**src/rtl/alarm_irq_pkg.sv**
```systemverilog
// Package: shared widths, flag bit positions and the alarm field compare.
// Assumes 8-bit time bytes; the wildcard code uses the top two bits.
package alarm_irq_pkg;
    localparam int DATA_W     = 8;
    localparam int IDX_W      = 4;
    localparam int NUM_FIELDS = 3;
    localparam int EVT_W      = 3;
    localparam int BIT_SUM    = 7;
    localparam int BIT_PER    = 6;
    localparam int BIT_ALM    = 5;
    localparam int BIT_UPD    = 4;

    typedef logic [DATA_W-1:0] tbyte_t;

    typedef struct packed {
        logic per;
        logic alm;
        logic upd;
    } evt_t;

    // True when the alarm byte is a wildcard or equals the time byte.
    function automatic logic field_hit(tbyte_t alarm_b, tbyte_t now_b);
        return (alarm_b[DATA_W-1:DATA_W-2] == 2'b11) || (alarm_b == now_b);
    endfunction
endpackage

```
**src/rtl/alarm_slot.sv**
```systemverilog
// alarm_slot: holds one alarm byte loaded by index and reports a field match.
// Assumes the writer presents index and data with the write strobe in one cycle.
module alarm_slot
    import alarm_irq_pkg::*;
#(
    parameter int SLOT_IDX = 1
) (
    input  logic             clk,
    input  logic             rst_n,
    input  logic             wr_en,
    input  logic [IDX_W-1:0] wr_idx,
    input  tbyte_t           wr_data,
    input  tbyte_t           now_val,
    output logic             hit
);
    localparam logic [IDX_W-1:0] MY_IDX = IDX_W'(SLOT_IDX);

    tbyte_t alarm_q;

    // Load the alarm byte when the write targets this slot's index.
    always_ff @(posedge clk) begin
        if (!rst_n)
            alarm_q <= '0;
        else if (wr_en && (wr_idx == MY_IDX))
            alarm_q <= wr_data;
    end

    // Compare the stored byte with the live time byte.
    always_comb begin
        hit = field_hit(alarm_q, now_val);
    end
endmodule

```
**src/rtl/event_flags.sv**
```systemverilog
// event_flags: sticky event flags, cleared by a read strobe.
// Assumes a new event on the read edge must survive the clear.
module event_flags
    import alarm_irq_pkg::*;
(
    input  logic clk,
    input  logic rst_n,
    input  evt_t evt_in,
    input  logic rd_clr,
    output evt_t flags_q
);
    evt_t kept;

    // Keep old flags unless a read is clearing them.
    always_comb begin
        kept = rd_clr ? '0 : flags_q;
    end

    // Merge new events into the kept flags.
    always_ff @(posedge clk) begin
        if (!rst_n)
            flags_q <= '0;
        else
            flags_q <= kept | evt_in;
    end
endmodule

```
**src/rtl/status_merge.sv**
```systemverilog
// status_merge: builds the flag byte and the active-low interrupt.
// Assumes the enable order {periodic, alarm, update} matches the event struct.
module status_merge
    import alarm_irq_pkg::*;
(
    input  evt_t             flags,
    input  logic [EVT_W-1:0] enables,
    output tbyte_t           flag_byte,
    output logic             irq_n
);
    logic summary;

    // Summary is any flag whose enable is set.
    always_comb begin
        summary = |(flags & enables);
    end

    // Assemble the byte: summary on top, events below, low bits zero.
    always_comb begin
        flag_byte          = '0;
        flag_byte[BIT_SUM] = summary;
        flag_byte[BIT_PER] = flags.per;
        flag_byte[BIT_ALM] = flags.alm;
        flag_byte[BIT_UPD] = flags.upd;
        irq_n              = ~summary;
    end
endmodule

```
**src/rtl/alarm_irq_unit.sv**
```systemverilog
// alarm_irq_unit: three alarm compares, sticky event flags and interrupt line.
// Assumes the event pulses and time_tick last one cycle each.
module alarm_irq_unit
    import alarm_irq_pkg::*;
(
    input  logic             clk,
    input  logic             rst_n,
    input  logic [7:0]       cur_sec,
    input  logic [7:0]       cur_min,
    input  logic [7:0]       cur_hour,
    input  logic             time_tick,
    input  logic             periodic_tick,
    input  logic             update_done,
    input  logic             reg_wr,
    input  logic [3:0]       reg_idx,
    input  logic [7:0]       reg_wdata,
    input  logic [2:0]       irq_en,
    input  logic             flag_rd,
    output logic [7:0]       flags_out,
    output logic             irq_n
);
    tbyte_t                now_vec [NUM_FIELDS];
    logic [NUM_FIELDS-1:0] hits;
    evt_t                  evt_now;
    evt_t                  flags_q;

    // Order the time bytes as seconds, minutes, hours.
    always_comb begin
        now_vec[0] = cur_sec;
        now_vec[1] = cur_min;
        now_vec[2] = cur_hour;
    end

    // One slot per field, at odd register indices 1, 3, 5.
    for (genvar gi = 0; gi < NUM_FIELDS; gi++) begin : g_slot
        alarm_slot #(.SLOT_IDX(2 * gi + 1)) u_slot (
            .clk     (clk),
            .rst_n   (rst_n),
            .wr_en   (reg_wr),
            .wr_idx  (reg_idx),
            .wr_data (reg_wdata),
            .now_val (now_vec[gi]),
            .hit     (hits[gi])
        );
    end

    // Collect this cycle's events; the alarm is only tested on a time tick.
    always_comb begin
        evt_now.per = periodic_tick;
        evt_now.alm = time_tick && (&hits);
        evt_now.upd = update_done;
    end

    event_flags u_flags (
        .clk     (clk),
        .rst_n   (rst_n),
        .evt_in  (evt_now),
        .rd_clr  (flag_rd),
        .flags_q (flags_q)
    );

    status_merge u_merge (
        .flags     (flags_q),
        .enables   (irq_en),
        .flag_byte (flags_out),
        .irq_n     (irq_n)
    );
endmodule

```
**config.mk**
```make
export PLATFORM = sky130hd
export DESIGN_NAME = alarm_irq_unit
export DESIGN_NICKNAME = d
export VERILOG_FILES = /design/src/rtl/alarm_irq_pkg.sv /design/src/rtl/alarm_slot.sv /design/src/rtl/event_flags.sv /design/src/rtl/status_merge.sv /design/src/rtl/alarm_irq_unit.sv
export SDC_FILE = /design/constraint.sdc
export NUM_CORES = 1
export LEC_CHECK = 0
export CAP_MARGIN = 5
export CORE_ASPECT_RATIO = 2
export CORE_MARGIN = 2
export CORE_UTILIZATION = 30
export DETAILED_ROUTE_END_ITERATION = 16
export PLACE_DENSITY = 0.63
export SYNTH_ARGS = -nofsm -noshare
export SYNTH_HDL_FRONTEND = slang
export SYNTH_SLANG_ARGS = --single-unit
export TNS_END_PERCENT = 10
```
**constraint.sdc**
```tcl
create_clock -name clk -period 2 [get_ports clk]
set_input_delay 0.4 -clock clk [delete_from_list [all_inputs] [get_ports clk]]
set_output_delay 0.4 -clock clk [all_outputs]
set_load 0.01 [all_outputs]
```
==> metrics.yaml <==
status: "complete, no violations"
peakVddDrop_v: 0.000428
wl_met1_um: 1150
grt_setup_unrepaired: "false"
fmax_ghz: 0.525
cts_made_buffers: 3
regArea_um2: 541
ant_nets: 0
ys_types: 23
dieArea_um2: 5170
start_kind: "input port"
skew_ns: 0.00734
pwr_density_cell_nw_per_um2: 533
p_leak_nw: 0.756
ys_seq_elements: 27
grt_pass1_vias: 1144
route.met3.wl_um: 167
h-tree-depth: 1
die-width_um: 51.9
drive_above_1_share_pct: 5.43
synth-seq-area-share_pct: 39.3
cts-root-buf: "clkbuf_8"
cap_violations: 0
wl_met2_um: 1770
antenna_cells: 0
arrival_ns: 1.51
worstPathMaxFanout: 2
cts_max_path_buffers: 2
hp-class: "register to register"
syn_inst: 133
finalNonFillerCells: 238
highest_layer: "met4"
die_y_um: 99.7
multi_input_area_um2: 786
fin_total_pwr_mw: 1.05
postLayoutCoreUtil_pct: 44.9
syn_to_final_growth_pct: 43.1
yosys-top-cells-area: "dfxtp_1 39%, mux2i_1 17%, nor2b_1 12%"
synth_async_sr_flop_share_pct: 0
nets: 231
yosysTopAreaCellShare_pct: 39.3
port_buffers: 50
synth.avg_cell_area_um2: 10.3
finalHoldViolCount: 0
synth_area_leader_cell: "dfxtp_1"
wirelength_um: 3200
place_inst: 234
synthFlopType: "dfxtp_1"
path_class: "input port to primary output"
initial_core_util_pct: 31.4
n_fill_cell: 434
rows: 34
vias: 1070
required_ns: 1.60
antenna_found_initial: 0
cts_tree: "done"
r2r_cells: 4
ys_warn_count: 0
grt-ovfl-total: 0
period_needed_ns: 1.91
synth_edf_count: 0
drtIter0Drc: 8
postCtsSetupBuffers: 0
drc: 0
fin_setup_tns_ns: 0
min_path_cells: 2
pin_count: 55
path_clk_slew_ns: 0.09
wl_per_cell_um: 13.4
clkLatencyLatePin_ns: 0.27
crit_path_end_kind: "primary output"
grt_pass1_wl_um: 5090
drv_slew: 0
gr-usage-all-layers_pct: 13.4
core_area_um2: 4380
hpwl_um: 2690
grt_max_degree: 21
clkSinkCount: 27
first_pass_iters: 4
avgViaCountPerCell: 4.50
gp_congestion: 0.742
setup_violations: 0
syn-cell-area_um2: 1380
fin_crit_sh_pct: 95.3
synth_stat cells, types with 2 or more instances:
master and n:
o21a_1 2, buf_4 6, xor2_1 16, nand4_1 2
nor2b_1 26, dfxtp_1 27, mux2i_1 24, a22oi_1 2
xnor2_1 8, nor4_1 4, clkbuf_1 3, nand2_1 2
worst paths after layout:
| check | slack (ns) | from | to |
|---|---|---|---|
| min reg2reg | 0.50 | u_flags.flags_q[1] | u_flags.flags_q[1] |
| min | 0.50 | u_flags.flags_q[1] | u_flags.flags_q[1] |
| max reg2reg | 0.69 | g_slot[1].u_slot.alarm_q[6] | u_flags.flags_q[1] |
| max | 0.09 | irq_en[0] | irq_n |
per-stage QoR:
step	instance area, um^2	hold slack, ns	setup slack, ns
3_3_place_gp	1920	0.493	-0.175
2_1_floorplan	1390	0.496	0.458
6_report	1970	0.502	0.0941
3_5_place_dp	1920	0.484	-0.235
4_1_cts	1970	0.504	0.0567
5_1_grt	1970	0.519	0.00107
cell type report:
class,count,area share (%)
multi-input cells,99,39.9
flip-flops and latches,27,27.5
repair buffers,53,26.5
well taps,54,3.43
clock buffers,3,2.10
clock inverters,1,0.381
inverters,1,0.191
worst max-delay path: stages:
cell,delay (ns)
clkdlybuf4s50_1,0.40
a222oi_1,0.39
dlygate4sd2_1,0.32
registers in the layout, indices dropped and copies added (netlist names):
signal                 flops
g_slot.u_slot.alarm_q     24
u_flags.flags_q            3
power breakdown:
| part | switching [mW] | internal (mW) |
|---|---|---|
| registers | 0.00654 | 0.546 |
| clock network | 0.168 | 0.141 |
| logic | 0.0649 | 0.124 |
timing repair:
action,4_1_cts,5_1_grt
resized for setup,2,1
pin swaps,1,1
hold buffers,0,0
setup endpoints to repair,2,1
cell usage in the layout, fill, tap and decap left out:
| cell | n |
|---|---|
| clkdlybuf4s50_1 | 48 |
| dfxtp_1 | 27 |
| nor2b_1 | 26 |
| mux2i_1 | 24 |
| xor2_1 | 16 |
| xnor2_1 | 8 |
| nor4_1 | 4 |
| conb_1 | 4 |
| clkbuf_8 | 3 |
| buf_4 | 3 |
| o21a_1 | 2 |
| a22oi_1 | 2 |
| nand4_1 | 2 |
| nand2_1 | 2 |
| a222oi_1 | 1 |
| inv_1 | 1 |
| nand3b_4 | 1 |
| nor3_4 | 1 |
| nor3b_1 | 1 |
| nor2_1 | 1 |
| nand2_2 | 1 |
| o21ai_0 | 1 |
| nand3_1 | 1 |
| o32ai_1 | 1 |
| clkinvlp_4 | 1 |
| clkdlybuf4s15_1 | 1 |
| dlygate4sd2_1 | 1 |
routing by layer:
layer  vias to the layer above  GRT usage (%)
met5                         -              0
met4                         0           8.10
met3                         6           2.25
met2                        38           24.8
met1                       486           13.0
li1                        540              -
kinds of logic after synthesis:
logic type      count (synthesis)  share of synthesized area, %
compound gates                  7                          3.91
xor+xnor                       24                          15.3
buf+inv                        10                          4.37
flops                          27                          39.3
mux                            24                          17.5
other cells                     1                         0.273
simple gates                   40                          19.4
(Power assumes the default switching activity.)
